[src/rtl/cw_pkg.sv]
// Package: shared register addresses and bit positions of the supervision timer.
// Assumes a two-bit register select; the positions are what firmware decodes.
package cw_pkg;
    localparam logic [1:0] A_RELOAD = 2'd0;
    localparam logic [1:0] A_CTRL   = 2'd1;
    localparam logic [1:0] A_COUNT  = 2'd2;

    // Control write bit positions
    localparam int C_RUN   = 0;
    localparam int C_KICK  = 1;
    localparam int C_POST  = 2;
    localparam int C_ESET  = 3;
    localparam int C_ACK   = 4;
    localparam int C_ECLR  = 5;

    localparam int STAT_W = 4;

    // Decoded one-cycle commands from a control write
    typedef struct packed {
        logic post_set;
        logic err_set;
        logic err_clr;
        logic tmo_ack;
    } cw_cmd_t;
endpackage

[src/rtl/cw_regs.sv]
// Register window: holds the reload value and run bit, decodes control writes
// into one-cycle commands, and returns read data combinationally.
// Assumes the write strobe lasts one clock per access.
module cw_regs #(
    parameter int CNT_W = 16
) (
    input  logic                    clk,
    input  logic                    rst_n,
    input  logic                    wr,
    input  logic [1:0]              addr,
    input  logic [CNT_W-1:0]        wdata,
    input  logic [CNT_W-1:0]        cnt,
    input  logic [cw_pkg::STAT_W-1:0] flags_in,
    output logic [CNT_W-1:0]        reload_q,
    output logic                    run_q,
    output logic                    load,
    output cw_pkg::cw_cmd_t         cmd,
    output logic [CNT_W-1:0]        rdata
);
    import cw_pkg::*;

    logic wr_ctrl;
    logic wr_reload;

    assign wr_ctrl   = wr && (addr == A_CTRL);
    assign wr_reload = wr && (addr == A_RELOAD);

    // Reload register: all ones after reset, replaced by a write to address 0
    always_ff @(posedge clk) begin
        if (!rst_n)
            reload_q <= '1;
        else if (wr_reload)
            reload_q <= wdata;
    end

    // Run bit follows the level written in control bit0
    always_ff @(posedge clk) begin
        if (!rst_n)
            run_q <= 1'b0;
        else if (wr_ctrl)
            run_q <= wdata[C_RUN];
    end

    // Count load: on a start from stopped, or on a strobe while running
    assign load = wr_ctrl && ((wdata[C_RUN] && !run_q) || (wdata[C_KICK] && run_q));

    // Flag commands, valid only during a control write
    always_comb begin
        cmd.post_set = wr_ctrl && wdata[C_POST];
        cmd.err_set  = wr_ctrl && wdata[C_ESET];
        cmd.err_clr  = wr_ctrl && wdata[C_ECLR];
        cmd.tmo_ack  = wr_ctrl && wdata[C_ACK];
    end

    // Read multiplexer
    always_comb begin
        case (addr)
            A_RELOAD: rdata = reload_q;
            A_CTRL:   rdata = {{(CNT_W-STAT_W){1'b0}}, flags_in};
            A_COUNT:  rdata = cnt;
            default:  rdata = '0;
        endcase
    end
endmodule

[src/rtl/cw_prescale.sv]
// Tick divider: produces a one-clock tick every PRESCALE clocks while running.
// The phase restarts on a count load and is held at zero while stopped.
module cw_prescale #(
    parameter int PRESCALE = 4
) (
    input  logic clk,
    input  logic rst_n,
    input  logic run,
    input  logic restart,
    output logic tick
);
    generate
        if (PRESCALE <= 1) begin : g_direct
            assign tick = run;
        end else begin : g_div
            localparam int P_W = $clog2(PRESCALE);
            localparam logic [P_W-1:0] P_LAST = P_W'(PRESCALE - 1);
            logic [P_W-1:0] phase_q;

            // Phase counter wraps at the last value
            always_ff @(posedge clk) begin
                if (!rst_n || !run || restart)
                    phase_q <= '0;
                else if (phase_q == P_LAST)
                    phase_q <= '0;
                else
                    phase_q <= phase_q + 1'b1;
            end

            assign tick = run && (phase_q == P_LAST);
        end
    endgenerate
endmodule

[src/rtl/cw_downcount.sv]
// Timeout counter: loads from the reload value, decrements on each tick
// while running, and halts at zero instead of wrapping.
module cw_downcount #(
    parameter int CNT_W = 16
) (
    input  logic             clk,
    input  logic             rst_n,
    input  logic             load,
    input  logic [CNT_W-1:0] reload,
    input  logic             run,
    input  logic             tick,
    output logic [CNT_W-1:0] cnt_q,
    output logic             at_zero
);
    assign at_zero = (cnt_q == '0);

    // Load wins over a tick; no decrement below zero
    always_ff @(posedge clk) begin
        if (!rst_n)
            cnt_q <= '0;
        else if (load)
            cnt_q <= reload;
        else if (run && tick && !at_zero)
            cnt_q <= cnt_q - CNT_W'(1);
    end
endmodule

[src/rtl/cw_flags.sv]
// Flag latches and lamp: sticky expiry, firmware error and self-test flags,
// with the lamp lit unless self-test passed and no fault flag is set.
module cw_flags (
    input  logic            clk,
    input  logic            rst_n,
    input  logic            run,
    input  logic            at_zero,
    input  cw_pkg::cw_cmd_t cmd,
    output logic            tmo_q,
    output logic            err_q,
    output logic            post_q,
    output logic            led
);
    // Expiry: acknowledge clears, a running timer at zero sets
    always_ff @(posedge clk) begin
        if (!rst_n)
            tmo_q <= 1'b0;
        else if (cmd.tmo_ack)
            tmo_q <= 1'b0;
        else if (run && at_zero)
            tmo_q <= 1'b1;
    end

    // Error flag: set wins over clear
    always_ff @(posedge clk) begin
        if (!rst_n)
            err_q <= 1'b0;
        else if (cmd.err_set)
            err_q <= 1'b1;
        else if (cmd.err_clr)
            err_q <= 1'b0;
    end

    // Self-test passed: set once, cleared only by reset
    always_ff @(posedge clk) begin
        if (!rst_n)
            post_q <= 1'b0;
        else if (cmd.post_set)
            post_q <= 1'b1;
    end

    assign led = !post_q || tmo_q || err_q;
endmodule

[src/rtl/cardwatch_top.sv]
// Top of the supervision timer: register window, tick divider, timeout
// counter and flag latches. Assumes a single clock and synchronous reset.
module cardwatch_top #(
    parameter int CNT_W    = 16,
    parameter int PRESCALE = 4
) (
    input  logic             clk,
    input  logic             rst_n,
    input  logic             bus_wr,
    input  logic [1:0]       bus_addr,
    input  logic [CNT_W-1:0] bus_wdata,
    output logic [CNT_W-1:0] bus_rdata,
    output logic             wd_irq,
    output logic             status_led
);
    import cw_pkg::*;

    logic [CNT_W-1:0]  reload_q;
    logic [CNT_W-1:0]  cnt_q;
    logic              run_q;
    logic              load;
    logic              tick;
    logic              at_zero;
    logic              tmo_q;
    logic              err_q;
    logic              post_q;
    logic [STAT_W-1:0] flags;
    cw_cmd_t           cmd;

    assign flags = {post_q, err_q, tmo_q, run_q};

    cw_regs #(.CNT_W(CNT_W)) u_regs (
        .clk(clk), .rst_n(rst_n), .wr(bus_wr), .addr(bus_addr),
        .wdata(bus_wdata), .cnt(cnt_q), .flags_in(flags),
        .reload_q(reload_q), .run_q(run_q), .load(load), .cmd(cmd),
        .rdata(bus_rdata)
    );

    cw_prescale #(.PRESCALE(PRESCALE)) u_pre (
        .clk(clk), .rst_n(rst_n), .run(run_q), .restart(load), .tick(tick)
    );

    cw_downcount #(.CNT_W(CNT_W)) u_cnt (
        .clk(clk), .rst_n(rst_n), .load(load), .reload(reload_q),
        .run(run_q), .tick(tick), .cnt_q(cnt_q), .at_zero(at_zero)
    );

    cw_flags u_flags (
        .clk(clk), .rst_n(rst_n), .run(run_q), .at_zero(at_zero), .cmd(cmd),
        .tmo_q(tmo_q), .err_q(err_q), .post_q(post_q), .led(status_led)
    );

    assign wd_irq = tmo_q;
endmodule

[config.mk]
export PLATFORM = sky130hd
export DESIGN_NAME = cardwatch_top
export DESIGN_NICKNAME = d
export VERILOG_FILES = /design/src/rtl/cw_pkg.sv /design/src/rtl/cw_regs.sv /design/src/rtl/cw_prescale.sv /design/src/rtl/cw_downcount.sv /design/src/rtl/cw_flags.sv /design/src/rtl/cardwatch_top.sv
export SDC_FILE = /design/constraint.sdc
export NUM_CORES = 1
export LEC_CHECK = 0
export ABC_CLOCK_PERIOD_IN_PS = 2100
export BUFFER_PORTS_ARGS = -buffer_cell sky130_fd_sc_hd__buf_2
export CORE_MARGIN = 5
export CORE_UTILIZATION = 49
export CTS_CLUSTER_DIAMETER = 100
export DETAILED_ROUTE_END_ITERATION = 6
export PLACE_DENSITY = 0.72
export SLEW_MARGIN = 20
export SYNTH_ARGS = -nofsm -noshare
export SYNTH_HDL_FRONTEND = slang
export SYNTH_SLANG_ARGS = --single-unit
[constraint.sdc]
create_clock -name clk -period 2.1 [get_ports clk]
set_clock_uncertainty 0.1 [all_clocks]
set_input_delay 0.21 -clock clk [delete_from_list [all_inputs] [get_ports clk]]
set_output_delay 0.21 -clock clk [all_outputs]
set_load 0.005 [all_outputs]
## Word-level counts from Yosys, hierarchy flattened

Index checks and enable logic that the tools add are counted.

- $add $sub $neg: 2
- Multipliers: 0
- Divide/modulo/power cells: 0
- $lt $le $gt $ge: 0
- Equal/unequal tests: 3
- Shift-type cells: 0
- Mux-type cells: 5
- Bitwise gates (word level): 1
- Reductions and logical operators: 28

Operators with widths:

| cell | count |
|---|---|
| $pmux W16 S3 | 1 |
| $mux W16 | 2 |
| $logic_not A16 Y1 | 1 |
| $sub A16 B1 Y16 const B | 1 |
| $logic_and A1 B1 Y1 | 13 |
| $logic_or A1 B1 Y1 | 5 |
| $eq A2 B2 Y1 const B | 2 |
| $logic_not A1 Y1 | 4 |
| $reduce_bool A2 Y1 | 2 |
| $reduce_or A2 Y1 | 2 |
| $add A2 B1 Y2 const B | 1 |
| $eq A2 B1 Y1 const B | 1 |
| $logic_not A2 Y1 | 1 |
| $mux W1 | 2 |
| $not A1 Y1 | 1 |

- Flip-flop bits (word level): 38
- Latch bits: 0
- RAM bits: 0
- ROM bits: 0
- Bits of input ports: 21
- Output and inout bits: 18
- Logic and storage cells: 46
- Memories kept: 0

## Longest topological paths before layout

- Depth after elaboration: 6
- Gate-level depth with buffers: 8
- Gate-level depth less buffers: 7

## Hierarchy

Synthesis repeated with hierarchy kept, for this count alone.

- Cell total of the unflattened synthesis: 258
- Area total of the unflattened synthesis: 2279.7 sq um

By module, submodules not included:

| module | instances | cells an instance | area each (sq um) | seq. area each (sq um) |
|---|---|---|---|---|
| cw_regs | 1 | 121 | 1116.1 | 340.3 |
| cw_downcount | 1 | 120 | 977.2 | 320.3 |
| cw_flags | 1 | 10 | 101.3 | 60.1 |
| cw_prescale | 1 | 7 | 85.1 | 40.0 |

## Least setup slack after synthesis

Ideal clock, no wire load.

- Kind: flip-flop to flip-flop
- From: register u_cnt.cnt_q[0]
- To: register u_cnt.cnt_q[9]
- Library setup time: 133 ps
- Data arrival time: 1837 ps
- Required time: 1867 ps
- Path slack: 30 ps
- Stages on the path, launching flop included: 7
- Buffers on the path: 1
- Period minus slack after synthesis: 2070 ps
- Cells stage by stage: dfxtp_1 or4_1 buf_2 or2_1 or4_1 a21oi_1 o221ai_1

- Cells in the longest elaborated chain, start to end: 4
- Elaborated cells between the ends (all ways): 7
- Classes of those cells: 1 x add/sub; 2 x mux; 4 x reduce/logical

Ends and longest elaborated chain:

| what | RTL line | text |
|---|---|---|
| start, declared | cw_downcount.sv:12 | `output logic [CNT_W-1:0] cnt_q,` |
| start signal, assigned | cw_downcount.sv:22 | `cnt_q <= reload;` |
| start signal, assigned | cw_downcount.sv:24 | `cnt_q <= cnt_q - CNT_W'(1);` |
| branches (longest 4 deep; another with $sub A16 B1 Y16) | -- |  |

Several ways; the timed one is not identified. The select of a mux whose other input is x is not followed.
A chain may end at the register's enable or synchronous reset.

## Worst setup path after layout

- From: register u_cnt.cnt_q[1]
- To: register u_cnt.cnt_q[9]

Same word-level chain as after synthesis.

==> results by group <==
Clock network
  – Clk sink count: 38
  – Maximum level of the CTS H-tree: 2
  – TritonCTS clock tree: built
  – Skew-Pair Late Insertion Delay: 0.29 ns
  – Total CTS buffers: 5
  – Clk root buf: clkbuf_8
  – Max clock buf depth: 2
  – Postcts setup bufs: 0
  – Worst-path clk slew: around 0.080 ns

STA
  – Tmin final: 2.04 ns
  – Final Worst Setup Slack: 0.0557 ns
  – Worst hold margin: approximately 0.015 ns
  – FMAX: a little under 500 MHz
  – Final hold vios: 0
  – Crit share post-route: 97.3%
  – Setup Viol. Count Final: 0
  – Unrepaired setup endpoints after global routing: true
  – TNS Setup: 0 ns
  – Worst slew pin tran: 0.921 ns
  – Max Slew Vio Count: 0
  – Max_slew headroom: 38.4%

Logic synthesis
  – Seq/Total Area, Yosys: ~37%
  – Post-synth EDFFs: 0
  – Synth warn: 0
  – Synth Instances: around 260
  – Top-area cell type share of the netlist area: 36.8%
  – #FFs+latches synth: 38
  – Synth cell count leaders: nand2_1 (50), dfxtp_1 (38), nor2_1 (29), nand3_1 (18), mux2i_1 (17)
  – Synth Net Count: between 200 and 300
  – Avg Inst Size Synth: 7.88 µm²
  – Ys async rst share: 0%
  – Dominant cell type by area after synthesis: dfxtp_1
  – Post-Syn Area: 2070 µm²
  – Most common cell in the netlist: nand2_1
  – Top post-synthesis cells by area: dfxtp_1 (37%), nand2_1 (9.1%), mux2i_1 (8.2%)
  – Primary FF master, synth: dfxtp_1
  – Number of distinct library cells after synthesis: 43

Place
  – Dpl ws: -0.156 ns
  – Routability cong.: 0.884
  – Placed inst area: 2400 µm²
  – Placed cell count: 353
  – Post-DP HPWL: 4140 µm
  – IO Port Bufs: 38

Floorplan
  – Die Height: ~75 µm
  – Num rows: 23
  – Die ar.: about 5600 µm²
  – Core area: 4060 µm²
  – Die X: 74.9 µm
  – Starting Density: 50.9%
  – IO Pins: 39

Global routing
  – Met2 usage: between 30% and 40%
  – Top Usage Layer GRT: met2
  – Vias in the first global route: between 1.5k and 2k
  – Largest net degree at the start of global routing: 17
  – GR Layer Usage met3: 3.60%
  – GR Util All Layers: between 20% and 30%
  – Gr ovfl total: 0
  – Initial antenna violation count: 0
  – M1 GR Usage: 30.8%
  – First-pass GRT wire length: roughly 9200 µm

Run
  – Max-cap viol count: 0

Pwr
  – Leakage: between 1 and 1.5 nW
  – Pwr/cell area: 743 nW/µm²
  – Worst vdd ir: about 0.63 mV
  – Pwr Total: 1.91 mW

Worst hold path
  – Hold depth: 2
  – WHS Endpoint: u_flags.tmo_q
  – HP Class: input pin to flop
  – Min-delay src: bus_wdata[4]

Layout
  – Share of cells above drive strength 1: 26.7%
  – Diode count: 0
  – Non-Filler Instances: 361
  – Area growth from synthesis to layout: 24.7%
  – Nets: 333
  – Post-route core utilization: between 60% and 70%
  – Final Cell Area: 2580 µm²

Setup path
  – RR Endpoint: u_cnt.cnt_q[9]
  – Crit path DAT: 2.12 ns
  – Critical path fanouts, max: 5
  – R2R Setup Slk: roughly 0.056 ns
  – Crit end category: flop
  – R2R Path Start: u_cnt.cnt_q[1]
  – Setup crit start kind: flop
  – Crit Path Category: flop to flop
  – CP Launch Point: u_cnt.cnt_q[1]
  – Required @ worst endpoint: around 2.2 ns
  – Reg2reg path depth: 5

Detailed routing
  – Vias per cell: 5.91
  – DR vias: 2133
  – Post-Route WL: 5760 µm
  – ANT nets after route: 0
  – Remaining DRCs: 0
  – Pre-Repair DR Iteration Count: 4
  – Routed WL per cell: 16.0 µm
  – 1st-iter DRT viols: ~280

Status
  – Status: finished clean
## worst max-delay path, cell delays in order, from the launching register on
cell and delay, ns:
dfxtp_2 0.35, or4_4 0.52, or2_4 0.25, or4_1 0.43
a21oi_2 0.15, o221ai_1 0.12
## timing repair
| action | in CTS | in global routing |
|---|---|---|
| endpoints found under the setup margin | 14 | 11 |
| gates resized for setup | 3 | 6 |
| cloned | 0 | 0 |
| hold buffers | 0 | 0 |
## sequential cells by signal (all words and copies together) (netlist names)
name	cells
u_cnt.cnt_q	16
u_flags.post_q	1
u_regs.reload_q	16
u_flags.err_q	1
u_flags.tmo_q	1
u_regs.run_q	1
u_pre.g_div.phase_q	2
## cell usage in the layout (no fill, tap or decap), drive strengths merged, types with 3 or more instances in the layout
cell	instances
a221o	5
nand3	19
nand2	50
dfxtp	38
buf	59
inv	6
or4	4
o311ai	4
o21ai	15
nor3	6
mux2i	17
nor2	29
a211oi	6
nor4	5
clkbuf	6
a21oi	7
or3b	3
xnor2	3
## kinds of logic after synthesis
| group | Yosys count | synth area share, % |
|---|---|---|
| buf+inv | 24 | 4.60 |
| flops | 38 | 36.8 |
| xor+xnor | 3 | 1.27 |
| fa+ha+maj | 2 | 1.21 |
| mux | 17 | 8.24 |
| compound gates | 47 | 16.2 |
| simple gates | 131 | 31.7 |
## how the worst max path moves through the flow
stage / end / depth (start not counted)
finish: u_cnt.cnt_q[9] / 5
global route: u_cnt.cnt_q[8] / 7
detailed placement: u_cnt.cnt_q[2] / 7
global placement: u_cnt.cnt_q[2] / 7
floorplan: u_cnt.cnt_q[9] / 6
CTS: u_cnt.cnt_q[11] / 5
## power breakdown
part / switching, mW / internal, mW / total (mW) / leakage (nW)
Clock: 0.267 / 0.507 / 0.774 / 0.0714
Combinational: 0.193 / 0.164 / 0.356 / 0.776
Sequential: 0.0319 / 0.751 / 0.783 / 0.311
Total: 0.492 / 1.42 / 1.91 / 1.16
## area by class of cell
cell class,count,area (µm²)
flip-flops and latches,38,762
inverters,6,22.5
fillers,358,1480
repair buffers,59,348
well taps,50,62.6
clock inverters,2,60.1
clock buffers,6,82.6
multi-input cells,200,1240
## metal layers
layer | up-vias | routed length [µm]
li1 | 1034 | -
met1 | 1011 | 2660
met2 | 78 | 2620
met3 | 10 | 395
met4 | 0 | 80
met5 | - | 0
No activity file was read; power rests on OpenSTA's default activity.
